## config.mk

```make
export PLATFORM = sky130hd
export DESIGN_NAME = tw_flagger
export DESIGN_NICKNAME = d
export VERILOG_FILES = /design/src/rtl/tw_pkg.sv /design/src/rtl/tw_timebase.sv /design/src/rtl/tw_run_detect.sv /design/src/rtl/tw_window_bank.sv /design/src/rtl/tw_flagger.sv
export SDC_FILE = /design/constraint.sdc
export NUM_CORES = 1
export LEC_CHECK = 0
export ABC_CLOCK_PERIOD_IN_PS = 8000
export BUFFER_PORTS_ARGS = -buffer_cell sky130_fd_sc_hd__buf_2
export CORE_MARGIN = 2
export CORE_UTILIZATION = 35
export CTS_CLUSTER_DIAMETER = 60
export DETAILED_ROUTE_END_ITERATION = 16
export PLACE_DENSITY = 0.47
export SLEW_MARGIN = 0
export SYNTH_ARGS = -nofsm -noshare
export SYNTH_HDL_FRONTEND = slang
export SYNTH_SLANG_ARGS = --single-unit
export TNS_END_PERCENT = 20
```

## constraint.sdc

```tcl
create_clock -name clk -period 8 [get_ports clk]
set_input_delay 0 -clock clk [delete_from_list [all_inputs] [get_ports clk]]
set_output_delay 0 -clock clk [all_outputs]
set_load 0.1 [all_outputs]
```

## src/rtl/tw_pkg.sv

```systemverilog
package tw_pkg;
  parameter int unsigned TW_IDX_W = 7;

  typedef struct packed {
    logic [TW_IDX_W-1:0] first;
    logic [TW_IDX_W-1:0] last;
  } win_cfg_t;
endpackage

```

## src/rtl/tw_timebase.sv

```systemverilog
module tw_timebase #(
  parameter int unsigned FINE_PER_UNIT = 5,
  parameter int unsigned SPAN_UNITS    = 66
) (
  input  logic                         clk,
  input  logic                         rst_n,
  input  logic                         ref_strobe_i,
  output logic                         start_o,
  output logic                         active_o,
  output logic                         last_o,
  output logic [tw_pkg::TW_IDX_W-1:0]  unit_o
);
  localparam int unsigned FW = (FINE_PER_UNIT > 1) ? $clog2(FINE_PER_UNIT) : 1;
  localparam int unsigned UW = tw_pkg::TW_IDX_W;
  localparam logic [FW-1:0] FINE_MAX = FW'(FINE_PER_UNIT - 1);
  localparam logic [UW-1:0] UNIT_MAX = UW'(SPAN_UNITS - 1);

  logic          active_q, active_d;
  logic [FW-1:0] fine_q, fine_d;
  logic [UW-1:0] unit_q, unit_d;
  logic          fine_wrap;

  assign start_o   = ref_strobe_i & ~active_q;
  assign fine_wrap = (fine_q == FINE_MAX);
  assign last_o    = active_q & fine_wrap & (unit_q == UNIT_MAX);
  assign active_o  = active_q;
  assign unit_o    = unit_q;

  always_comb begin
    active_d = active_q;
    fine_d   = fine_q;
    unit_d   = unit_q;
    if (start_o) begin
      active_d = 1'b1;
      fine_d   = '0;
      unit_d   = '0;
    end else if (active_q) begin
      if (fine_wrap) begin
        fine_d = '0;
        if (unit_q == UNIT_MAX) begin
          active_d = 1'b0;
        end else begin
          unit_d = unit_q + 1'b1;
        end
      end else begin
        fine_d = fine_q + 1'b1;
      end
    end
  end

  always_ff @(posedge clk or negedge rst_n) begin
    if (!rst_n) begin
      active_q <= 1'b0;
      fine_q   <= '0;
      unit_q   <= '0;
    end else begin
      active_q <= active_d;
      fine_q   <= fine_d;
      unit_q   <= unit_d;
    end
  end

  AST_FINE_IN_RANGE: assert property (@(posedge clk) disable iff (!rst_n)
    fine_q <= FINE_MAX);
  AST_SPAN_ENDS_AT_LAST_UNIT: assert property (@(posedge clk) disable iff (!rst_n)
    $fell(active_q) |-> ($past(unit_q) == UNIT_MAX));
  AST_UNIT_IN_SPAN: assert property (@(posedge clk) disable iff (!rst_n)
    active_q |-> (unit_q <= UNIT_MAX));
endmodule

```

## src/rtl/tw_run_detect.sv

```systemverilog
module tw_run_detect #(
  parameter int unsigned RUN_LEN = 4
) (
  input  logic clk,
  input  logic rst_n,
  input  logic start_i,
  input  logic active_i,
  input  logic sample_i,
  output logic hit_o
);
  localparam int unsigned CW = (RUN_LEN > 1) ? $clog2(RUN_LEN) : 1;
  localparam logic [CW-1:0] CNT_MAX = CW'(RUN_LEN - 1);

  logic [CW-1:0] cnt_q, cnt_d;

  assign hit_o = active_i & sample_i & (cnt_q == CNT_MAX);

  always_comb begin
    cnt_d = '0;
    if (!start_i && active_i && sample_i) begin
      cnt_d = (cnt_q == CNT_MAX) ? cnt_q : cnt_q + 1'b1;
    end
  end

  always_ff @(posedge clk or negedge rst_n) begin
    if (!rst_n) cnt_q <= '0;
    else        cnt_q <= cnt_d;
  end

  generate
    if (RUN_LEN == 4) begin : g_run4_chk
      AST_HIT_NEEDS_RUN: assert property (@(posedge clk) disable iff (!rst_n)
        hit_o |-> ($past(sample_i, 1) && $past(sample_i, 2) && $past(sample_i, 3)));
    end
  endgenerate
  AST_HIT_ONLY_ACTIVE: assert property (@(posedge clk) disable iff (!rst_n)
    hit_o |-> $past(active_i));
endmodule

```

## src/rtl/tw_window_bank.sv

```systemverilog
module tw_window_bank #(
  parameter int unsigned NUM_WIN    = 11,
  parameter int unsigned SPAN_UNITS = 66,
  parameter int unsigned MAX_COVER  = 43,
  parameter int unsigned SEL_W      = 4
) (
  input  logic                         clk,
  input  logic                         rst_n,
  input  logic                         start_i,
  input  logic                         active_i,
  input  logic                         hit_i,
  input  logic [tw_pkg::TW_IDX_W-1:0]  unit_i,
  input  logic                         cfg_we_i,
  input  logic [SEL_W-1:0]             cfg_sel_i,
  input  logic [tw_pkg::TW_IDX_W-1:0]  cfg_first_i,
  input  logic [tw_pkg::TW_IDX_W-1:0]  cfg_last_i,
  output logic [NUM_WIN-1:0]           hits_o,
  output logic [NUM_WIN-1:0]           acc_o
);
  import tw_pkg::*;
  localparam int unsigned UW    = TW_IDX_W;
  localparam int unsigned SUM_W = $clog2(NUM_WIN * (SPAN_UNITS + 1) + 1);
  localparam logic [UW-1:0]    SPAN_LIM  = UW'(SPAN_UNITS);
  localparam logic [SUM_W-1:0] COVER_LIM = SUM_W'(MAX_COVER);

  win_cfg_t             cfg_q [NUM_WIN];
  logic [NUM_WIN-1:0]   en;
  logic [SUM_W-1:0]     width [NUM_WIN];
  logic [NUM_WIN-1:0]   acc_q, acc_d;
  logic                 cand_en;
  logic [SUM_W-1:0]     cand_width;
  logic [SUM_W-1:0]     cand_sum, cur_sum;
  logic                 wr_ok;

  assign cand_en    = (cfg_first_i <= cfg_last_i) && (cfg_last_i < SPAN_LIM);
  assign cand_width = cand_en ? SUM_W'({1'b0, cfg_last_i} - {1'b0, cfg_first_i} + 1'b1) : '0;

  always_comb begin
    cand_sum = '0;
    cur_sum  = '0;
    for (int w = 0; w < NUM_WIN; w++) begin
      cur_sum  = cur_sum + width[w];
      cand_sum = cand_sum + ((w == int'(cfg_sel_i)) ? cand_width : width[w]);
    end
  end

  assign wr_ok = cfg_we_i & ~active_i & (int'(cfg_sel_i) < NUM_WIN) & (cand_sum <= COVER_LIM);

  generate
    for (genvar w = 0; w < NUM_WIN; w++) begin : g_win
      win_cfg_t cfg_d;
      assign en[w]    = (cfg_q[w].first <= cfg_q[w].last) && (cfg_q[w].last < SPAN_LIM);
      assign width[w] = en[w] ? SUM_W'({1'b0, cfg_q[w].last} - {1'b0, cfg_q[w].first} + 1'b1) : '0;
      assign hits_o[w] = hit_i & en[w] & (unit_i >= cfg_q[w].first) & (unit_i <= cfg_q[w].last);

      always_comb begin
        cfg_d = cfg_q[w];
        if (wr_ok && (int'(cfg_sel_i) == w)) begin
          cfg_d.first = cfg_first_i;
          cfg_d.last  = cfg_last_i;
        end
      end

      always_ff @(posedge clk or negedge rst_n) begin
        if (!rst_n) begin
          cfg_q[w].first <= '1;
          cfg_q[w].last  <= '0;
        end else begin
          cfg_q[w] <= cfg_d;
        end
      end

      AST_CFG_FROZEN: assert property (@(posedge clk) disable iff (!rst_n)
        active_i |=> $stable(cfg_q[w]));
    end
  endgenerate

  always_comb begin
    acc_d = acc_q;
    if (start_i)       acc_d = '0;
    else if (active_i) acc_d = acc_q | hits_o;
  end

  always_ff @(posedge clk or negedge rst_n) begin
    if (!rst_n) acc_q <= '0;
    else        acc_q <= acc_d;
  end

  assign acc_o = acc_q;

  AST_COVER_LIMIT: assert property (@(posedge clk) disable iff (!rst_n)
    cur_sum <= COVER_LIM);
  AST_FLAGS_ONLY_GROW: assert property (@(posedge clk) disable iff (!rst_n)
    (active_i && !start_i) |=> ((acc_q & $past(acc_q)) == $past(acc_q)));
  AST_DISABLED_NO_HIT: assert property (@(posedge clk) disable iff (!rst_n)
    (hits_o & ~en) == '0);
endmodule

```

## src/rtl/tw_flagger.sv

```systemverilog
module tw_flagger #(
  parameter int unsigned NUM_WIN       = 11,
  parameter int unsigned SPAN_UNITS    = 66,
  parameter int unsigned FINE_PER_UNIT = 5,
  parameter int unsigned RUN_LEN       = 4,
  parameter int unsigned MAX_COVER     = 43,
  parameter int unsigned SEL_W         = 4
) (
  input  logic                         clk,
  input  logic                         rst_n,
  input  logic                         sample_i,
  input  logic                         ref_strobe_i,
  input  logic                         cfg_we_i,
  input  logic [SEL_W-1:0]             cfg_sel_i,
  input  logic [tw_pkg::TW_IDX_W-1:0]  cfg_first_i,
  input  logic [tw_pkg::TW_IDX_W-1:0]  cfg_last_i,
  output logic                         busy_o,
  output logic [NUM_WIN-1:0]           flags_o,
  output logic                         flags_valid_o
);
  logic                         start, active, last, hit;
  logic [tw_pkg::TW_IDX_W-1:0]  unit;
  logic [NUM_WIN-1:0]           hits, acc;
  logic [NUM_WIN-1:0]           flags_q, flags_d;
  logic                         valid_q;

  tw_timebase #(.FINE_PER_UNIT(FINE_PER_UNIT), .SPAN_UNITS(SPAN_UNITS)) u_tb (
    .clk(clk), .rst_n(rst_n), .ref_strobe_i(ref_strobe_i),
    .start_o(start), .active_o(active), .last_o(last), .unit_o(unit)
  );

  tw_run_detect #(.RUN_LEN(RUN_LEN)) u_run (
    .clk(clk), .rst_n(rst_n), .start_i(start), .active_i(active),
    .sample_i(sample_i), .hit_o(hit)
  );

  tw_window_bank #(.NUM_WIN(NUM_WIN), .SPAN_UNITS(SPAN_UNITS),
                   .MAX_COVER(MAX_COVER), .SEL_W(SEL_W)) u_bank (
    .clk(clk), .rst_n(rst_n), .start_i(start), .active_i(active),
    .hit_i(hit), .unit_i(unit), .cfg_we_i(cfg_we_i), .cfg_sel_i(cfg_sel_i),
    .cfg_first_i(cfg_first_i), .cfg_last_i(cfg_last_i),
    .hits_o(hits), .acc_o(acc)
  );

  always_comb begin
    flags_d = flags_q;
    if (last) flags_d = acc | hits;
  end

  always_ff @(posedge clk or negedge rst_n) begin
    if (!rst_n) begin
      flags_q <= '0;
      valid_q <= 1'b0;
    end else begin
      flags_q <= flags_d;
      valid_q <= last;
    end
  end

  assign busy_o        = active;
  assign flags_o       = flags_q;
  assign flags_valid_o = valid_q;

  AST_VALID_SINGLE: assert property (@(posedge clk) disable iff (!rst_n)
    flags_valid_o |=> !flags_valid_o);
  AST_VALID_AFTER_SPAN: assert property (@(posedge clk) disable iff (!rst_n)
    flags_valid_o |-> ($past(busy_o) && !busy_o));
  AST_FLAGS_HELD: assert property (@(posedge clk) disable iff (!rst_n)
    !flags_valid_o |-> $stable(flags_o));
endmodule

```

==> Implementation_results.wiki <==
{| class="wikitable"
! Metric !! Value
|-
| Critical path's largest stage delay || slightly below 0.6 ns
|-
| Tcrit/Tclk final || 0.969
|-
| Buffers & Inverters on Critical Path || 7
|-
| Number of maximum-capacitance constraint violations || 0
|-
| Synth cell types || 72
|-
| HP Class || input pin to asynchronous set/reset pin
|-
| CTS tree || built
|-
| Status || complete, no violations
|-
| Crit path launch type || flop
|-
| Most used cells in the layout excluding fill and tap cells || sky130_fd_sc_hd__inv_1, sky130_fd_sc_hd__ha_1, sky130_fd_sc_hd__buf_4, sky130_fd_sc_hd__o21ai_0, sky130_fd_sc_hd__nor2_1
|-
| Area growth syn-to-layout || 20.3%
|-
| Aggregate global-route resource usage || 0.242
|-
| Initial detailed-routing violation count || about 1100
|-
| Number of pins with negative max-slew slack in the final report || 0
|-
| Cell Count, Final, Fillers Out || 3244
|-
| Mean cell area of the mapped netlist || 8.91 um2
|-
| ANT nets after route || 0
|-
| GP Congestion || 0.946
|-
| Nets@finish || 2852
|-
| Syn Inst Count || 2251
|-
| Antenna violations before repair || 3
|-
| Total of fill cells in the finished design || 5678
|-
| Routed wirelength normalized by instance count || 22.0 um
|-
| Worst-case reg-to-reg path depth || 30
|-
| Full die area || around 59000 um2
|-
| Data arrival time of the critical path || between 8 and 9 ns
|-
| CTS Buf Count || 17
|-
| Critical path endpoint category || flop
|-
| Capture instance of the worst register-to-register path || u_bank.cfg_q[104]
|-
| Final setup slack of the worst path || around 0.25 ns
|-
| Post-route core utilization || 0.427
|-
| Via count of the first global-routing pass || 17700
|-
| Worst setup timing slack at the placement stage || -0.122 ns
|-
| Kind of critical path || flop to flop
|-
| Critical path launch point || u_bank.cfg_q[92]
|-
| Startpoint of the worst register-to-register path || u_bank.cfg_q[92]
|-
| Synthesized flop and latch total || 190
|-
| Mean number of vias per cell || 5.39
|-
| Skew final || 0.0136 ns
|-
| Largest net degree at the start of global routing || a little over 70
|-
| Number of top-level design ports || 36
|-
| Total DRC errors in the routed layout || 0
|-
| Final antenna diode count || 0
|-
| Count of flip-flops with a built-in enable after synthesis || 0
|-
| Crit path time final || 7.75 ns
|-
| Area of combinational cells with multiple inputs || 14700 um2
|-
| Synth Cell Area || 20100 um2
|-
| Largest delay contributor family on the critical path || adder cells
|-
| Count of input and output buffers || 35
|-
| Most common cell after layout, fill and taps aside || sky130_fd_sc_hd__inv_1
|-
| Count of endpoints failing hold in the final timing report || 0
|-
| Number of detailed-routing iterations run before antenna repair || 5
|-
| Maximum resistive drop on vdd || 0.000273 V
|-
| Net count after synthesis || 2628
|-
| Cell chosen for the clock root || sky130_fd_sc_hd__clkbuf_16
|-
| Placed insts || roughly 3200
|-
| Vert. Die Dim || ~240 um
|-
| Actual slew at the worst max-slew pin || 1.16 ns
|-
| Maximum clock frequency || 129 MHz
|-
| Bufs on Longest Clock Path || 2
|-
| Async set-or-reset flop fraction in the synthesized netlist || 1.00
|-
| Sum of routed wire length over all layers || 71500 um
|-
| Area of the core region || 56500 um2
|-
| Fraction of final layout cells with drive strength greater than 1 || 0.246
|-
| DPL Wire Length || approximately 55000 um
|-
| Overall power || roughly 5.9 mW
|-
| Clk slew on worst S/H paths || ~0.080 ns
|-
| H-tree levels || 4
|-
| Final setup violation count || 0
|-
| Req. time, crit path || 8.38 ns
|-
| Floorplan die width || between 200 and 250 um
|-
| Slowest cell on crit path || sky130_fd_sc_hd__fa_1
|-
| Later-pin clock latency in the skew report || 0.51 ns
|-
| Relative slew slack || 0.218
|-
| Commonest register cell after synthesis || sky130_fd_sc_hd__dfrtp_1
|-
| Global route overflow || 0
|-
| Sequential cell area || 4850 um2
|-
| Row Count || 87
|-
| Setup slack of the most critical reg-to-reg path || ~0.25 ns
|-
| CP most frequent cell || sky130_fd_sc_hd__fa_1
|-
| Via total after detailed routing || 17500
|-
| Share of the yosys chip area belonging to registers || 0.242
|-
| Yosys warning total || 0
|-
| Leakage power || 11.1 nW
|-
| First-pass GRT wire length || 107000 um
|-
| Starting utilization of the core area || 0.355
|-
| Sinks on Clock Net || 190
|-
| Power per cell area || 246 nW/um2
|-
| End point of the critical path || u_bank.cfg_q[104]
|-
| Count of cell instances traversed by the critical path || 30
|-
| Worst-path fanout max || 5
|}
-- layer usage --
layer | share of wire | track usage
met1 | 0.46 | 0.326
met2 | 0.46 | 0.392
met3 | 0.043 | 0.0391
met4 | 0.032 | 0.0904
met5 | 0 | 0
-- state kept, by name (all words and copies together) (netlist names) --
signal / cells
u_tb.unit_o: 7
u_bank.acc_o: 11
u_bank.cfg_q: 154
flags_valid_o: 1
u_run.cnt_q: 2
u_tb.fine_q: 3
u_tb.active_o: 1
flags_o: 11
-- report_power, final --
group / total (mW) / internal [mW] / switching [mW]
registers: 1.11 / 1.06 / 0.0573
clock network: 0.895 / 0.419 / 0.476
logic: 3.94 / 1.63 / 2.32
-- worst reg2reg max path: cells and delay by family (launching register included) --
family / cells / cell delay (ns)
AOI/OAI and AO/OA: 6 / 0.89
xor gates and xnor gates: 5 / 1.18
adders and majority gates: 7 / 3.26
buffers and inverters: 7 / 0.74
DFF: 1 / 0.53
muxes: 1 / 0.34
and+or+nand+nor: 4 / 0.67
-- repair_timing --
item                                    in CTS  in global routing
hold buffers                                 6                  0
resized for setup                            9                186
endpoints found under the setup margin      76                154
setup buffers                                1                 16
pin swaps                                    2                 77
endpoints found under the hold margin       72                  0
gates cloned                                 0                  2
-- Yosys cell counts (5+ instances only) --
cell	n	share of area
sky130_fd_sc_hd__a21o_1	31	0.012
sky130_fd_sc_hd__xnor2_1	82	0.036
sky130_fd_sc_hd__and2_1	5	0.0016
sky130_fd_sc_hd__a211oi_1	11	0.0041
sky130_fd_sc_hd__nand2_1	83	0.016
sky130_fd_sc_hd__a21oi_1	148	0.037
sky130_fd_sc_hd__mux2_2	66	0.037
sky130_fd_sc_hd__nor2_1	140	0.026
sky130_fd_sc_hd__nand3_1	61	0.015
sky130_fd_sc_hd__dfrtp_1	113	0.14
sky130_fd_sc_hd__inv_1	268	0.050
sky130_fd_sc_hd__buf_2	6	0.0015
sky130_fd_sc_hd__or2_2	10	0.0031
sky130_fd_sc_hd__and3_1	29	0.0090
sky130_fd_sc_hd__or3_1	9	0.0028
sky130_fd_sc_hd__o21a_1	48	0.018
sky130_fd_sc_hd__a22oi_1	8	0.0030
sky130_fd_sc_hd__mux2i_1	59	0.029
sky130_fd_sc_hd__o2111ai_1	5	0.0022
sky130_fd_sc_hd__or4_1	9	0.0034
sky130_fd_sc_hd__nor4_1	14	0.0044
sky130_fd_sc_hd__o21ai_0	166	0.041
sky130_fd_sc_hd__nor3_1	27	0.0067
sky130_fd_sc_hd__nand4_1	25	0.0078
sky130_fd_sc_hd__and4_1	6	0.0026
sky130_fd_sc_hd__buf_4	5	0.0019
sky130_fd_sc_hd__o31a_1	6	0.0026
sky130_fd_sc_hd__nand2b_1	59	0.018
sky130_fd_sc_hd__o21bai_1	10	0.0037
sky130_fd_sc_hd__ha_1	267	0.17
sky130_fd_sc_hd__dfstp_2	77	0.10
sky130_fd_sc_hd__nor2b_1	54	0.017
sky130_fd_sc_hd__buf_1	5	0.00094
sky130_fd_sc_hd__a41oi_1	10	0.0044
sky130_fd_sc_hd__xor2_1	54	0.024
sky130_fd_sc_hd__fa_1	87	0.087
sky130_fd_sc_hd__clkbuf_1	52	0.0097
sky130_fd_sc_hd__o22ai_1	48	0.015
sky130_fd_sc_hd__a31oi_1	24	0.0075
-- how the worst min path moves through the flow --
| stage | start | endpoint | slack, ns | cells after the start |
|---|---|---|---|---|
| 3_3_place_gp | rst_n | u_bank.cfg_q[98] | 0.02 | 1 |
| 4_1_cts | rst_n | u_bank.cfg_q[87] | 0.04 | 2 |
| 5_1_grt | rst_n | u_bank.cfg_q[98] | 0.07 | 2 |
| 2_1_floorplan | rst_n | flags_o[0] | -0.30 | 0 |
| 6_report | rst_n | u_bank.cfg_q[98] | 0.05 | 2 |
| 3_5_place_dp | rst_n | u_bank.cfg_q[85] | 0.03 | 1 |
-- kinds of logic after synthesis --
logic type,synth area share
adder cells (fa/ha/maj),0.253
AO/OA/AOI/OAI,0.168
multiplexers,0.0685
flip-flops,0.242
XOR/XNOR,0.0617
AND/OR/NAND/NOR,0.142
buffers and inverters,0.0647
-- metrics by stage --
stage          cell area [um2]  setup TNS, ns  hold slack [ns]
2_1_floorplan            20100              0           -0.296
3_3_place_gp             22600          -1.65           0.0170
3_5_place_dp             22600          -3.76           0.0257
4_1_cts                  23300              0           0.0408
5_1_grt                  24100        -0.0773           0.0714
6_report                 24100              0           0.0481
-- area by class of cell --
cell class              count  share of cell area
repair buffers            274              0.0859
clock buffers              17              0.0176
clock inverters            15             0.00684
inverters                 268              0.0417
flip-flops and latches    190               0.201
multi-input cells        1724               0.608
well taps                 756              0.0392
Note: power is estimated with default switching activity, not from simulation.
